`src/rtl/sdr_ctrl_pkg.sv`:
```
package sdr_ctrl_pkg;

  // {cs_n, ras_n, cas_n, we_n}
  typedef enum logic [3:0] {
    CMD_LMR = 4'b0000,
    CMD_REF = 4'b0001,
    CMD_PRE = 4'b0010,
    CMD_ACT = 4'b0011,
    CMD_WR  = 4'b0100,
    CMD_RD  = 4'b0101,
    CMD_NOP = 4'b0111
  } sdr_cmd_e;

  // mode word: one-word burst, sequential, latency in bits 6:4
  function automatic logic [11:0] mode_word(int cl);
    return {5'b00000, cl[2:0], 4'b0000};
  endfunction

  function automatic int max2(int a, int b);
    return (a > b) ? a : b;
  endfunction

  // clocks from READ to the next command
  function automatic int rd_gap(int cl, int trp, int trc, int trcd);
    return max2(cl + trp, trc - trcd);
  endfunction

  // clocks from WRITE to the next command
  function automatic int wr_gap(int twr, int trp, int trc, int trcd);
    return max2(twr + trp, trc - trcd);
  endfunction

endpackage

```
`src/rtl/sdr_refresh_timer.sv`:
```
module sdr_refresh_timer #(
  parameter int INTERVAL = 1560
) (
  input  logic clk,
  input  logic rst_n,
  input  logic run,
  input  logic ack,
  output logic pending
);
  localparam int CW = $clog2(INTERVAL + 1);

  logic [CW-1:0] count;
  logic          expire;

  assign expire = run && (count == CW'(INTERVAL - 1));

  always_ff @(posedge clk or negedge rst_n) begin
    if (!rst_n) begin
      count   <= '0;
      pending <= 1'b0;
    end else begin
      if (run) count <= expire ? '0 : count + 1'b1;
      if (expire)   pending <= 1'b1;
      else if (ack) pending <= 1'b0;
    end
  end
endmodule

```
`src/rtl/sdr_read_pipe.sv`:
```
module sdr_read_pipe #(
  parameter int CAS_LAT = 2,
  parameter int DQ_W    = 16
) (
  input  logic            clk,
  input  logic            rst_n,
  input  logic            issue,
  input  logic [DQ_W-1:0] dq_in,
  output logic [DQ_W-1:0] rdata,
  output logic            rvalid
);
  logic [CAS_LAT-1:0] flight;

  always_ff @(posedge clk or negedge rst_n) begin
    if (!rst_n) begin
      flight <= '0;
      rvalid <= 1'b0;
      rdata  <= '0;
    end else begin
      flight <= (flight << 1) | CAS_LAT'(issue);
      rvalid <= flight[CAS_LAT-1];
      if (flight[CAS_LAT-1]) rdata <= dq_in;
    end
  end
endmodule

```
`src/rtl/sdr_cmd_fsm.sv`:
```
module sdr_cmd_fsm
  import sdr_ctrl_pkg::*;
#(
  parameter int ROW_W       = 12,
  parameter int BANK_W      = 2,
  parameter int COL_W       = 9,
  parameter int DQ_W        = 16,
  parameter int INIT_CYCLES = 10000,
  parameter int CAS_LAT     = 2,
  parameter int TRCD        = 2,
  parameter int TRP         = 2,
  parameter int TRC         = 7,
  parameter int TMRD        = 2,
  parameter int TWR         = 2,
  localparam int ADDR_W     = ROW_W + BANK_W + COL_W
) (
  input  logic              clk,
  input  logic              rst_n,
  input  logic              host_req,
  input  logic              host_we,
  input  logic [ADDR_W-1:0] host_addr,
  input  logic [DQ_W-1:0]   host_wdata,
  input  logic              ref_pending,
  output logic              host_ready,
  output sdr_cmd_e          cmd,
  output logic [BANK_W-1:0] ba,
  output logic [ROW_W-1:0]  a,
  output logic [DQ_W-1:0]   dq_out,
  output logic              dq_oe,
  output logic [DQ_W/8-1:0] dqm,
  output logic              init_done,
  output logic              ref_ack,
  output logic              rd_issue
);
  localparam int RD_GAP = rd_gap(CAS_LAT, TRP, TRC, TRCD);
  localparam int WR_GAP = wr_gap(TWR, TRP, TRC, TRCD);
  localparam int CNT_W  = $clog2(INIT_CYCLES + RD_GAP + WR_GAP + TRC + 2);
  localparam int BANK_LSB = COL_W;
  localparam int ROW_LSB  = COL_W + BANK_W;

  typedef enum logic [3:0] {
    ST_POWERUP, ST_PRE_ALL, ST_INIT_REF1, ST_INIT_REF2, ST_LOAD_MODE,
    ST_WAIT, ST_IDLE, ST_ACTIVATE, ST_READ, ST_WRITE, ST_REFRESH
  } state_e;

  state_e              state, ret_state;
  logic [CNT_W-1:0]    cnt;
  logic                we_q;
  logic [ADDR_W-1:0]   addr_q;
  logic [DQ_W-1:0]     wdata_q;
  logic [COL_W-1:0]    col_q;
  logic [BANK_W-1:0]   bank_q;
  logic [ROW_W-1:0]    row_q;

  assign col_q  = addr_q[COL_W-1:0];
  assign bank_q = addr_q[ROW_LSB-1:BANK_LSB];
  assign row_q  = addr_q[ADDR_W-1:ROW_LSB];

  assign host_ready = (state == ST_IDLE) && !ref_pending;
  assign dq_out     = wdata_q;
  assign dqm        = init_done ? '0 : '1;

  always_ff @(posedge clk or negedge rst_n) begin
    if (!rst_n) begin
      state     <= ST_POWERUP;
      ret_state <= ST_IDLE;
      cnt       <= CNT_W'(INIT_CYCLES - 1);
      init_done <= 1'b0;
      we_q      <= 1'b0;
      addr_q    <= '0;
      wdata_q   <= '0;
    end else begin
      unique case (state)
        ST_POWERUP: begin
          if (cnt == '0) state <= ST_PRE_ALL;
          else           cnt   <= cnt - 1'b1;
        end
        ST_PRE_ALL: begin
          cnt <= CNT_W'(TRP - 2); ret_state <= ST_INIT_REF1; state <= ST_WAIT;
        end
        ST_INIT_REF1: begin
          cnt <= CNT_W'(TRC - 2); ret_state <= ST_INIT_REF2; state <= ST_WAIT;
        end
        ST_INIT_REF2: begin
          cnt <= CNT_W'(TRC - 2); ret_state <= ST_LOAD_MODE; state <= ST_WAIT;
        end
        ST_LOAD_MODE: begin
          init_done <= 1'b1;
          cnt <= CNT_W'(TMRD - 2); ret_state <= ST_IDLE; state <= ST_WAIT;
        end
        ST_WAIT: begin
          if (cnt == '0) state <= ret_state;
          else           cnt   <= cnt - 1'b1;
        end
        ST_IDLE: begin
          if (ref_pending) state <= ST_REFRESH;
          else if (host_req) begin
            we_q    <= host_we;
            addr_q  <= host_addr;
            wdata_q <= host_wdata;
            state   <= ST_ACTIVATE;
          end
        end
        ST_ACTIVATE: begin
          cnt <= CNT_W'(TRCD - 2);
          ret_state <= we_q ? ST_WRITE : ST_READ;
          state <= ST_WAIT;
        end
        ST_READ: begin
          cnt <= CNT_W'(RD_GAP - 2); ret_state <= ST_IDLE; state <= ST_WAIT;
        end
        ST_WRITE: begin
          cnt <= CNT_W'(WR_GAP - 2); ret_state <= ST_IDLE; state <= ST_WAIT;
        end
        ST_REFRESH: begin
          cnt <= CNT_W'(TRC - 2); ret_state <= ST_IDLE; state <= ST_WAIT;
        end
        default: state <= ST_IDLE;
      endcase
    end
  end

  always_comb begin
    cmd      = CMD_NOP;
    ba       = '0;
    a        = '0;
    dq_oe    = 1'b0;
    ref_ack  = 1'b0;
    rd_issue = 1'b0;
    unique case (state)
      ST_PRE_ALL: begin
        cmd = CMD_PRE;
        a[10] = 1'b1;
      end
      ST_INIT_REF1, ST_INIT_REF2: cmd = CMD_REF;
      ST_REFRESH: begin
        cmd = CMD_REF;
        ref_ack = 1'b1;
      end
      ST_LOAD_MODE: begin
        cmd = CMD_LMR;
        a = ROW_W'(mode_word(CAS_LAT));
      end
      ST_ACTIVATE: begin
        cmd = CMD_ACT;
        ba = bank_q;
        a = row_q;
      end
      ST_READ: begin
        cmd = CMD_RD;
        ba = bank_q;
        a[COL_W-1:0] = col_q;
        a[10] = 1'b1;
        rd_issue = 1'b1;
      end
      ST_WRITE: begin
        cmd = CMD_WR;
        ba = bank_q;
        a[COL_W-1:0] = col_q;
        a[10] = 1'b1;
        dq_oe = 1'b1;
      end
      default: cmd = CMD_NOP;
    endcase
  end
endmodule

```
`src/rtl/sdr_ctrl.sv`:
```
module sdr_ctrl
  import sdr_ctrl_pkg::*;
#(
  parameter int CLK_MHZ      = 100,
  parameter int INIT_CYCLES  = CLK_MHZ * 100,
  parameter int REF_INTERVAL = CLK_MHZ * 156 / 10,
  parameter int CAS_LAT      = 2,
  parameter int TRCD         = 2,
  parameter int TRP          = 2,
  parameter int TRC          = 7,
  parameter int TMRD         = 2,
  parameter int TWR          = 2,
  parameter int ROW_W        = 12,
  parameter int BANK_W       = 2,
  parameter int COL_W        = 9,
  parameter int DQ_W         = 16,
  localparam int ADDR_W      = ROW_W + BANK_W + COL_W
) (
  input  logic              clk,
  input  logic              rst_n,
  input  logic              host_req,
  input  logic              host_we,
  input  logic [ADDR_W-1:0] host_addr,
  input  logic [DQ_W-1:0]   host_wdata,
  output logic              host_ready,
  output logic [DQ_W-1:0]   host_rdata,
  output logic              host_rvalid,
  output logic              sd_cs_n,
  output logic              sd_ras_n,
  output logic              sd_cas_n,
  output logic              sd_we_n,
  output logic [BANK_W-1:0] sd_ba,
  output logic [ROW_W-1:0]  sd_addr,
  output logic [DQ_W/8-1:0] sd_dqm,
  output logic [DQ_W-1:0]   sd_dq_out,
  output logic              sd_dq_oe,
  input  logic [DQ_W-1:0]   sd_dq_in
);
  sdr_cmd_e cmd_w;
  logic     init_done;
  logic     ref_pending;
  logic     ref_ack;
  logic     rd_issue;

  assign {sd_cs_n, sd_ras_n, sd_cas_n, sd_we_n} = cmd_w;

  sdr_refresh_timer #(.INTERVAL(REF_INTERVAL)) u_ref (
    .clk(clk), .rst_n(rst_n), .run(init_done), .ack(ref_ack), .pending(ref_pending)
  );

  sdr_cmd_fsm #(
    .ROW_W(ROW_W), .BANK_W(BANK_W), .COL_W(COL_W), .DQ_W(DQ_W),
    .INIT_CYCLES(INIT_CYCLES), .CAS_LAT(CAS_LAT), .TRCD(TRCD), .TRP(TRP),
    .TRC(TRC), .TMRD(TMRD), .TWR(TWR)
  ) u_fsm (
    .clk(clk), .rst_n(rst_n), .host_req(host_req), .host_we(host_we),
    .host_addr(host_addr), .host_wdata(host_wdata), .ref_pending(ref_pending),
    .host_ready(host_ready), .cmd(cmd_w), .ba(sd_ba), .a(sd_addr),
    .dq_out(sd_dq_out), .dq_oe(sd_dq_oe), .dqm(sd_dqm), .init_done(init_done),
    .ref_ack(ref_ack), .rd_issue(rd_issue)
  );

  sdr_read_pipe #(.CAS_LAT(CAS_LAT), .DQ_W(DQ_W)) u_rpipe (
    .clk(clk), .rst_n(rst_n), .issue(rd_issue), .dq_in(sd_dq_in),
    .rdata(host_rdata), .rvalid(host_rvalid)
  );
endmodule

```
`config.mk`:
```
export PLATFORM = sky130hd
export DESIGN_NAME = sdr_ctrl
export DESIGN_NICKNAME = d
export VERILOG_FILES = /design/src/rtl/sdr_ctrl_pkg.sv /design/src/rtl/sdr_refresh_timer.sv /design/src/rtl/sdr_read_pipe.sv /design/src/rtl/sdr_cmd_fsm.sv /design/src/rtl/sdr_ctrl.sv
export SDC_FILE = /design/constraint.sdc
export NUM_CORES = 1
export LEC_CHECK = 0
export CORE_ASPECT_RATIO = 2
export CORE_MARGIN = 1.5
export CORE_UTILIZATION = 49
export DETAILED_ROUTE_END_ITERATION = 16
export MAX_ROUTING_LAYER = met4
export PLACE_DENSITY_LB_ADDON = 0.15
export SYNTH_ARGS = -nofsm -noshare
export SYNTH_HDL_FRONTEND = slang
export SYNTH_SLANG_ARGS = --single-unit
```
`constraint.sdc`:
```
create_clock -name clk -period 2.6 [get_ports clk]
set_clock_uncertainty 0.2 [all_clocks]
set_input_delay 0.26 -clock clk [delete_from_list [all_inputs] [get_ports clk]]
set_output_delay 0.26 -clock clk [all_outputs]
set_load 0.01 [all_outputs]
```
==> summary.md, run 1 <==
| Metric | Value |
|---|---|
| Status | completed |
| Clk sinks | 94 |
| Final wirelength | around 12 mm |
| Met2 GRT Util | 0.452 |
| Number of remaining DRC errors | 0 |
| Worst path required time | approximately 2.1 ns |
| Fin area | 6260 µm² |
| Grt peak-use layer | met2 |
| Delay of the slowest critical-path stage | roughly 0.6 ns |
| Die area | 9750 µm² |
| ANT cells | 0 |
| Clock tree buffer depth | 2 |
| Final Net Count | slightly below 600 |
| Mean Syn Cell Area | roughly 11 µm² |
| Die W | just over 70 µm |
| Slew HR | 0.528 |
| Fmax | a little under 0.4 GHz |
| H-tree lvl count | 3 |
| PwrDens | just over 1000 nW/µm² |
| Layout cell share with drive strength beyond 1 | 0.242 |
| FF+latch count, synth | 94 |
| Placed inst area | 5790 µm² |
| Vias | 3724 |
| Critical path launch point type | flop |
| Peak VDD IR | ~640 µV |
| Slew @ Worst Pin | between 0.7 and 0.8 ns |
| Number of fill cells in the layout | a little under 700 |
| Critical path peak fanout | 6 |
| Synth Cell Area | 4480 µm² |
| FP Rows | 49 |
| Synth warn | 0 |
| DR WL/cell | roughly 18 µm |
| Port buffer count | approximately 110 |
| WS Path Type | reg2out |
| Largest net degree at the start of global routing | between 50 and 60 |
| Slowest library cell on the worst path | clkdlybuf4s50_1 |
| GR Util met1 | 0.268 |
| GRT Total Usage | 0.260 |
| Layout area overhead | 39.8% |
| Inserted Clock Buffers | 9 |
| Post-synth cell types | 60 |
| Seq/Total Area, Yosys | 0.528 |
| Initial antenna violation count | 0 |
| R2r setup slk | between 0.2 and 0.25 ns |
| Syn Nets | around 460 |
| Commonest non-fill, non-tap cell in the layout | clkdlybuf4s50_1 |
| Vias in the first global route | 3961 |
| TNS Setup | 0 ns |
| GRT Residual Overflow | 0 |
| DRT antenna net count | 0 |
| Fin crit share | 0.983 |
| Synth Instances | about 400 |
| TritonCTS clock tree | built |
| Slew Limit Fails | 0 |
| Worst EP arrival | roughly 2.1 ns |
| Global-route wire length before repair | approximately 19 mm |
| CTS Root Cell | clkbuf_16 |
| Synth async-reset ratio | 1.00 |
| Total of max-cap violations | 0 |
| Hpwl dp | roughly 8.4 mm |
| Final setup fails | 0 |
| Leak pwr | around 2.7 nW |
| Detailed Routing Iterations Pass 1 | 4 |
| Clk_lat worst skew | around 0.35 ns |
| Met3 Use GR | 0.0488 |
| Commonest cells after routing, fill and taps aside | clkdlybuf4s50_1 (107), dfrtp_1 (80), mux2_2 (56), buf_4 (32), nor2_1 (23) |
| Top Ports | between 100 and 150 |
| Via density | 5.83 |
| Core area | about 9000 µm² |
| Worst Setup End Kind | primary output |
| Clock transition at path regs | 0.07 ns |
| CP Cell Sequence | buf_4 -> nor2b_1 -> buf_4 -> o21ai_0 -> clkdlybuf4s50_1 |
| GP Congestion | ~0.89 |
| 1st-iter DRT viols | around 220 |
| Starting Density | 0.500 |
| Die Y | about 140 µm |
| Final hold violation count | 0 |
| Hold WC Path Type | reg2reg |
| Fin crit period | roughly 2.6 ns |
| Ys flop type | dfrtp_1 |
| Most frequent cell on the critical path | buf_4 |
| Number of flops mapped to enable cells by yosys | 0 |
## final cells by class
cell class                 count  area [µm²]  share of cell area
clock inverter                 5         106              0.0170
timing repair buffer         147        1400               0.223
clock buffer                  11         243              0.0388
tap                          102         128              0.0204
multi-input combinational    265        1960               0.313
sequential                    94        2370               0.379
inverter                      15        56.3             0.00900
## worst max-delay path: cells and delay by family, from the launching register on
family	cells	cell delay, ns
buffers and inverters	3	0.91
AO/OA/AOI/OAI	1	0.24
AND/OR/NAND/NOR	1	0.14
flip-flops	1	0.46
## timing repair
item,CTS,global route
hold buffers,1,0
pin swaps,1,0
endpoints found under the setup margin,17,11
gates cloned,0,1
gates resized for setup,8,5
setup buffers,8,3
endpoints found under the hold margin,47,0
## cell families after synthesis
group                    Yosys count  synth area share
buffers and inverters             39            0.0372
AO/OA/AOI/OAI                     82             0.126
flip-flops                        94             0.528
XOR/XNOR                           9            0.0176
other                              1          0.000838
multiplexers                      58             0.145
adder cells (fa/ha/maj)            2           0.00559
AND/OR/NAND/NOR                  113             0.139
## registers in the layout, indices dropped and copies added, names as in the netlist
signal	flops
u_fsm.addr_q	23
u_fsm.dq_out	16
u_rpipe.rdata	16
u_fsm.cnt	14
u_ref.count	11
u_fsm.ret_state	4
u_fsm.state	4
u_rpipe.flight	2
u_fsm.init_done	1
u_fsm.we_q	1
u_ref.pending	1
u_rpipe.rvalid	1
## through the flow
step / hold WS, ns / worst slack, ns / instances / power [W] / util
finish: 0.163 / 0.0435 / 639 / 0.00633 / 0.699
global route: 0.164 / -0.00702 / 639 / 0.00665 / 0.699
CTS: 0.162 / 0.0287 / 635 / 0.00632 / 0.694
detailed placement: 0.143 / 0.136 / 610 / 0.00471 / 0.647
global placement: 0.134 / 0.177 / 610 / 0.00461 / 0.647
floorplan: -0.236 / 0.414 / 398 / 0.00364 / -
## per-layer routing
layer	vias to the layer above	share of wire
met5	-	0
met4	0	0.041
met3	44	0.037
met2	125	0.57
met1	1837	0.36
li1	1718	-
## synth_stat cells, types with 3 or more instances
master	count	area share
a21oi_1	15	0.017
a22o_1	8	0.016
a31oi_1	3	0.0042
and2_1	6	0.0084
and3_1	4	0.0056
buf_2	10	0.011
clkbuf_1	10	0.0084
dfrtp_1	84	0.47
dfstp_2	10	0.059
inv_1	14	0.012
mux2_2	56	0.14
nand2_1	22	0.018
nand2b_1	5	0.0070
nand3_1	7	0.0078
nand4_1	9	0.013
nand4b_1	3	0.0059
nor2_1	24	0.020
nor2b_1	4	0.0056
nor3_1	7	0.0078
nor4_1	6	0.0084
o211ai_1	5	0.0084
o21a_1	3	0.0050
o21ai_0	20	0.022
o221ai_1	4	0.0078
o22ai_1	3	0.0042
or4_1	4	0.0067
xnor2_1	5	0.0098
xor2_1	4	0.0078
## where the power goes
part	switching [W]	internal [W]
combinational	0.00119	0.00131
clock	0.000563	0.000968
sequential	0.000337	0.00196
total	0.00209	0.00424
## final timing paths
| kind | from | endpoint | depth (start not counted) |
|---|---|---|---|
| setup reg to reg | u_fsm.state[2]$_DFFE_PN0P_ | u_fsm.cnt[11]$_DFFE_PN0P_ | 5 |
| setup / recovery | u_fsm.state[0]$_DFFE_PN0P_ | sd_we_n | 5 |
| max in group asynchronous | rst_n | u_fsm.ret_state[2]$_DFFE_PN1P_ | 3 |
| min in group asynchronous | rst_n | u_rpipe.rvalid$_DFF_PN0_ | 2 |
| hold / removal | u_rpipe.flight[0]$_DFF_PN0_ | u_rpipe.flight[1]$_DFF_PN0_ | 0 |
| hold reg to reg | u_rpipe.flight[0]$_DFF_PN0_ | u_rpipe.flight[1]$_DFF_PN0_ | 0 |
(Power assumes the default switching activity.)
==> run 2: changes to the inputs <==
Settings changed: ABC_CLOCK_PERIOD_IN_PS set to 2830.
Clock period 2.6 ns to 2.83 ns, I/O delays scaled along.
==> run 2 against run 1 <==
Die area stayed put. Wire length decreased by 4.4%. Combinational power fell by 14%. Critical path depth is 1 lower. Clock power decreased by 24%. Critical endpoint is now host_ready. Highest routed layer unchanged.
==> summary.md, run 2 (synthesis gave the netlist of run 1 again) <==
| Metric | Value |
|---|---|
| Status | completed |
| Top Ports | 114 |
| RSZ-0062 raised after global routing | no |
| Fin cells | slightly above 600 |
| Vias in the first global route | 3968 |
| Die area | slightly below 10000 µm² |
| Clock tree buffer depth | 2 |
| Critical path launch point type | flop |
| FP Rows | approximately 50 |
| Via density | 5.85 |
| Largest net degree at the start of global routing | a little under 50 |
| GRT Total Usage | 0.248 |
| TNS Setup | 0 ns |
| Global-route wire length before repair | between 15 and 20 mm |
| Crit. Startpoint | u_fsm.state[1]$_DFFE_PN0P_ |
| Number of fill cells in the layout | between 700 and 800 |
| Starting Density | 0.500 |
| WS Path Type | reg2out |
| Layout area overhead | 35.6% |
| Slew HR | 0.491 |
| DRT antenna net count | 0 |
| Worst path required time | ~2.4 ns |
| DR WL/cell | ~18 µm |
| Worst r2r src | u_fsm.cnt[0]$_DFFE_PN1P_ |
| Worst EP arrival | around 2.2 ns |
| Fmax | about 0.37 GHz |
| Inserted Clock Buffers | 9 |
| Vias | between 3000 and 4000 |
| Hpwl dp | 8.36 mm |
| Die Y | between 100 and 150 µm |
| Initial antenna violation count | 0 |
| Hold WC Path Type | reg2reg |
| Leak pwr | between 2 and 3 nW |
| H-tree lvl count | 3 |
| Post-CTS Setup Repair Bufs | 0 |
| Commonest non-fill, non-tap cell in the layout | clkdlybuf4s50_1 |
| TritonCTS clock tree | built |
| Critical path peak fanout | 16 |
| Register area | 2370 µm² |
| Detailed Routing Iterations Pass 1 | 4 |
| Slew @ Worst Pin | around 0.76 ns |
| Core area | ~9000 µm² |
| Die W | between 70 and 80 µm |
| Slew Limit Fails | 0 |
| Final setup fails | 0 |
| HP Start | u_rpipe.flight[0]$_DFF_PN0_ |
| Post-placement cell count | 605 |
| PwrDens | 896 nW/µm² |
| Clk sinks | between 90 and 100 |
| Fin util | 0.678 |
| Clk_lat worst skew | 0.34 ns |
| ANT cells | 0 |
| Worst Setup End Kind | primary output |
| Final hold violation count | 0 |
| Peak VDD IR | between 500 and 600 µV |
| GP Congestion | between 0.9 and 1 |
| 1st-iter DRT viols | a little under 200 |
| Clock transition at path regs | around 0.07 ns |
| Fin crit share | 0.948 |
| Final Net Count | about 580 |
| Total of max-cap violations | 0 |
| Final wirelength | about 11 mm |
| Layout cell share with drive strength beyond 1 | 0.212 |
| Fin crit period | 2.68 ns |
| Port buffer count | 112 |
| Commonest cells after routing, fill and taps aside | clkdlybuf4s50_1 (110), dfrtp_1 (81), mux2_2 (56), nor2_1 (24), nand2_1 (21) |
| CTS Root Cell | clkbuf_16 |
| Number of flip-flops in the largest register | 23 |
| GRT Residual Overflow | 0 |
| Largest register by flop count | u_fsm.addr_q |
| Multi-input gate area | 1950 µm² |
| Number of remaining DRC errors | 0 |
-- run 2: cell count changes in the layout (fill, tap and decap cells not counted), moves of 3 or more --
cell,previous run,this run
buf_4,32,16
clkdlybuf4s50_1,107,110
bufinv_16,3,0
dlygate4sd2_1,3,0
-- run 2: area by class of cell --
cell class / instances / share of cell area
Multi-Input combinational cell: 265 / 0.321
Sequential cell: 94 / 0.390
Inverter: 15 / 0.00928
Clock inverter: 5 / 0.00722
Tap cell: 102 / 0.0210
Timing Repair Buffer: 130 / 0.212
Clock buffer: 11 / 0.0400
-- run 2: repair_timing --
action	in CTS	in global routing
endpoints found under the hold margin	42	0
endpoints found under the setup margin	0	3
hold buffers	1	0
gates resized for setup	0	4
-- run 2: layer usage --
| layer | share of wire | global-route usage | vias to the layer above |
|---|---|---|---|
| met2 | 0.57 | 0.446 | 122 |
| met3 | 0.039 | 0.0401 | 41 |
| met1 | 0.34 | 0.244 | 1793 |
| li1 | - | - | 1680 |
| met5 | 0 | - | - |
| met4 | 0.054 | 0.142 | 0 |
-- run 2: stage by stage --
step | area, µm² | worst slack [ns] | power (W) | hold WS, ns
after detailed placement | 5770 | 0.428 | 0.00428 | 0.145
after global placement | 5770 | 0.439 | 0.00419 | 0.134
after global routing | 6070 | 0.0988 | 0.00574 | 0.175
after CTS | 6060 | 0.0584 | 0.00547 | 0.167
after floorplan | 4480 | 0.644 | 0.00334 | -0.213
final | 6070 | 0.146 | 0.00544 | 0.161
-- run 2: worst max-delay path, stage by stage, from the launching register on --
cell and delay [ns]:
dfrtp_1 0.49, buf_4 0.26, nand2b_1 0.10, nor3_1 0.38, clkdlybuf4s50_1 0.63
-- run 2: final timing paths --
check	cells past startpoint	slack, ns	to
max in group asynchronous	3	1.39	u_fsm.cnt[1]$_DFFE_PN1P_
setup reg to reg	6	0.38	u_fsm.cnt[1]$_DFFE_PN1P_
min in group asynchronous	2	0.30	u_rpipe.rdata[3]$_DFFE_PN0P_
setup / recovery	4	0.15	host_ready
hold reg to reg	0	0.16	u_rpipe.flight[1]$_DFF_PN0_
hold / removal	0	0.16	u_rpipe.flight[1]$_DFF_PN0_
-- run 2: power by group --
group          switching (W)  internal (W)
logic                0.00103       0.00112
clock network       0.000527      0.000629
registers           0.000326       0.00180
==> run 3: changes to the inputs <==
Settings changed: CTS_CLUSTER_DIAMETER set to 150, SETUP_SLACK_MARGIN set to 0.5.
==> run 3 against run 2 <==
Global-route usage up 1.4 points. Clock power hardly changed. Sequential power about the same. Fmax up 9.8%. Non-clock buffer count up 22. Utilization increased by 2.8 points. Largest cell class unchanged. Critical path type unchanged. Setup slack improved by 0.24 ns.
==> summary.md, run 3 (synthesis gave the netlist of run 1 again) <==
| Metric | Value |
|---|---|
| GRT Total Usage | 0.261 |
| Fin area | ~6300 µm² |
| Internal | about 0.0037 W |
| Initial antenna violation count | 0 |
| RSZ-0062 raised after global routing | yes |
| Critical path depth | 6 |
| ANT cells | 0 |
| Number of remaining DRC errors | 0 |
| Hold WC Path Type | reg2reg |
| Final setup fails | 0 |
| Worst r2r src | u_fsm.state[2]$_DFFE_PN0P_ |
| Layout cell share with drive strength beyond 1 | 0.275 |
| DRT antenna net count | 0 |
| FP Rows | just under 50 |
| WS Path Type | reg2out |
| Port buffer count | between 100 and 150 |
| Fin crit period | 2.44 ns |
| Fmax | between 0.4 and 0.5 GHz |
| GRT Residual Overflow | 0 |
| Delay-heaviest family, CP | buffers and inverters |
| 1st-iter DRT viols | roughly 310 |
| Slowest library cell on the worst path | dfrtp_2 |
| Commonest non-fill, non-tap cell in the layout | clkdlybuf4s50_1 |
| Critical path launch point type | flop |
| TNS Setup | 0 ns |
| Fin crit share | 0.863 |
| Commonest cells after routing, fill and taps aside | clkdlybuf4s50_1 (92), dfrtp_1 (80), mux2_2 (56), buf_4 (36) |
| Clock tree buffer depth | 2 |
| Worst Setup End Kind | primary output |
| Worst Hold End | u_rpipe.flight[1]$_DFF_PN0_ |
| Inserted Clock Buffers | 9 |
| Clk_lat worst skew | ~0.34 ns |
| Final hold violation count | 0 |
| Status | completed |
| Number of flip-flops in the largest register | 23 |
| Vias in the first global route | 4146 |
| Via density | between 5 and 6 |
| GP Congestion | around 0.95 |
| DR WL/cell | around 19 µm |
| Slew HR | 0.491 |
| R2r setup slk | between 0.5 and 0.6 ns |
| Die Y | between 100 and 150 µm |
| Flop pwr share | 0.375 |
| Vias | 3834 |
| Clk pwr share | 0.206 |
| Total of max-cap violations | 0 |
| Top Ports | ~110 |
| Min-Delay Path Depth | 0 |
| Die W | 70.6 µm |
| WP buf/inv | 2 |
| TritonCTS clock tree | built |
| Leak pwr | between 2 and 3 nW |
| Layout area overhead | 41.2% |
| Largest net degree at the start of global routing | 49 |
| Final Net Count | 598 |
| Worst path required time | between 2 and 2.5 ns |
| Placed inst area | ~5800 µm² |
| Clock transition at path regs | ~0.07 ns |
| HP Start | u_rpipe.flight[0]$_DFF_PN0_ |
| Starting Density | 0.500 |
| Critical path peak fanout | 5 |
| Core area | between 8000 and 9000 µm² |
| Slew @ Worst Pin | around 0.76 ns |
| R2r worst-path depth | 6 |
| Final wirelength | ~12 mm |
| CTS Root Cell | clkbuf_16 |
| Peak VDD IR | ~530 µV |
| Comb power frac | 0.420 |
| Global-route wire length before repair | between 15 and 20 mm |
| Largest register by flop count | u_fsm.addr_q |
| Detailed Routing Iterations Pass 1 | 8 |
| PwrDens | 895 nW/µm² |
| Delay of the slowest critical-path stage | approximately 0.39 ns |
| Worst reg2reg endpoint | u_fsm.cnt[13]$_DFFE_PN1P_ |
| Die area | between 9000 and 10000 µm² |
| Hpwl dp | 8.36 mm |
| CP Cell Sequence | buf_4 -> or3_1 -> a21oi_1 -> nor2_2 -> o21ai_1 -> dlygate4sd2_1 |
| Worst EP arrival | between 1.5 and 2 ns |
| Clk sinks | 94 |
| Net Sw Power | just under 0.002 W |
| Final hold slack | 0.162 ns |
| H-tree lvl count | 3 |
| Slew Limit Fails | 0 |
| Sw Ratio | 0.350 |
==> run 3: cell count changes in the layout (fill, tap and decap cells not counted), moves of 4 or more <==
cell	previous run	this run
nor2_1	24	20
dlymetal6s2s_1	1	7
clkdlybuf4s50_1	110	92
dlygate4sd2_1	0	10
buf_4	16	36
==> run 3: worst max-delay path by stage <==
stage / from / end / slack (ns)
detailed placement: u_fsm.state[0]$_DFFE_PN0P_ / u_fsm.cnt[13]$_DFFE_PN1P_ / 0.43
global route: u_fsm.state[2]$_DFFE_PN0P_ / sd_ras_n / 0.27
finish: u_fsm.state[2]$_DFFE_PN0P_ / sd_ras_n / 0.39
CTS: u_fsm.state[2]$_DFFE_PN0P_ / sd_addr[7] / 0.33
global placement: u_fsm.cnt[0]$_DFFE_PN1P_ / u_fsm.cnt[12]$_DFFE_PN0P_ / 0.44
floorplan: u_fsm.cnt[0]$_DFFE_PN1P_ / u_fsm.cnt[12]$_DFFE_PN0P_ / 0.64
==> run 3: worst register-to-register path: cells and delay by family, from the launching register on <==
| family | cells | cell delay [ns] |
|---|---|---|
| buffers and inverters | 2 | 0.29 |
| and+or+nand+nor | 3 | 1.24 |
| AOI/OAI and AO/OA | 1 | 0.11 |
| DFF | 1 | 0.39 |
==> run 3: power by group through the flow <==
stage / clock [W] / sequential, W / combinational (W)
3_5_place_dp: 0 / 0.00214 / 0.00214
2_1_floorplan: 0 / 0.00209 / 0.00125
3_3_place_gp: 0 / 0.00211 / 0.00208
4_1_cts: 0.00119 / 0.00210 / 0.00226
6_report: 0.00116 / 0.00212 / 0.00237
5_1_grt: 0.00123 / 0.00217 / 0.00255
==> run 3: cell type report <==
cell class	instances	area [µm²]
inverters	15	56.3
flip-flops and latches	94	2370
clock buffers	11	243
multi-input cells	265	2030
well taps	102	128
repair buffers	152	1450
clock inverters	5	43.8
fillers	659	2630
==> run 3: repair_timing <==
item	in CTS	in global routing
endpoints found under the hold margin	42	0
setup endpoints to repair	34	30
cloned	1	0
pin swaps	1	6
setup buffers	18	3
hold buffers	1	0
gates resized for setup	31	23
==> run 3: through the flow <==
step / worst slack, ns / power [W] / cells / util
final: 0.386 / 0.00566 / 644 / 0.706
after global routing: 0.272 / 0.00595 / 644 / 0.706
after CTS: 0.331 / 0.00555 / 641 / 0.698
after detailed placement: 0.428 / 0.00428 / 605 / 0.644
after global placement: 0.439 / 0.00419 / 605 / 0.644
after floorplan: 0.644 / 0.00334 / 398 / -
==> run 3: layer usage <==
metal  vias to the layer above  part of all wire  GRT usage
li1                       1730                 -          -
met1                      1895              0.34      0.258
met2                       160              0.57      0.469
met3                        49             0.041     0.0423
met4                         0             0.054      0.151
met5                         -                 0          -
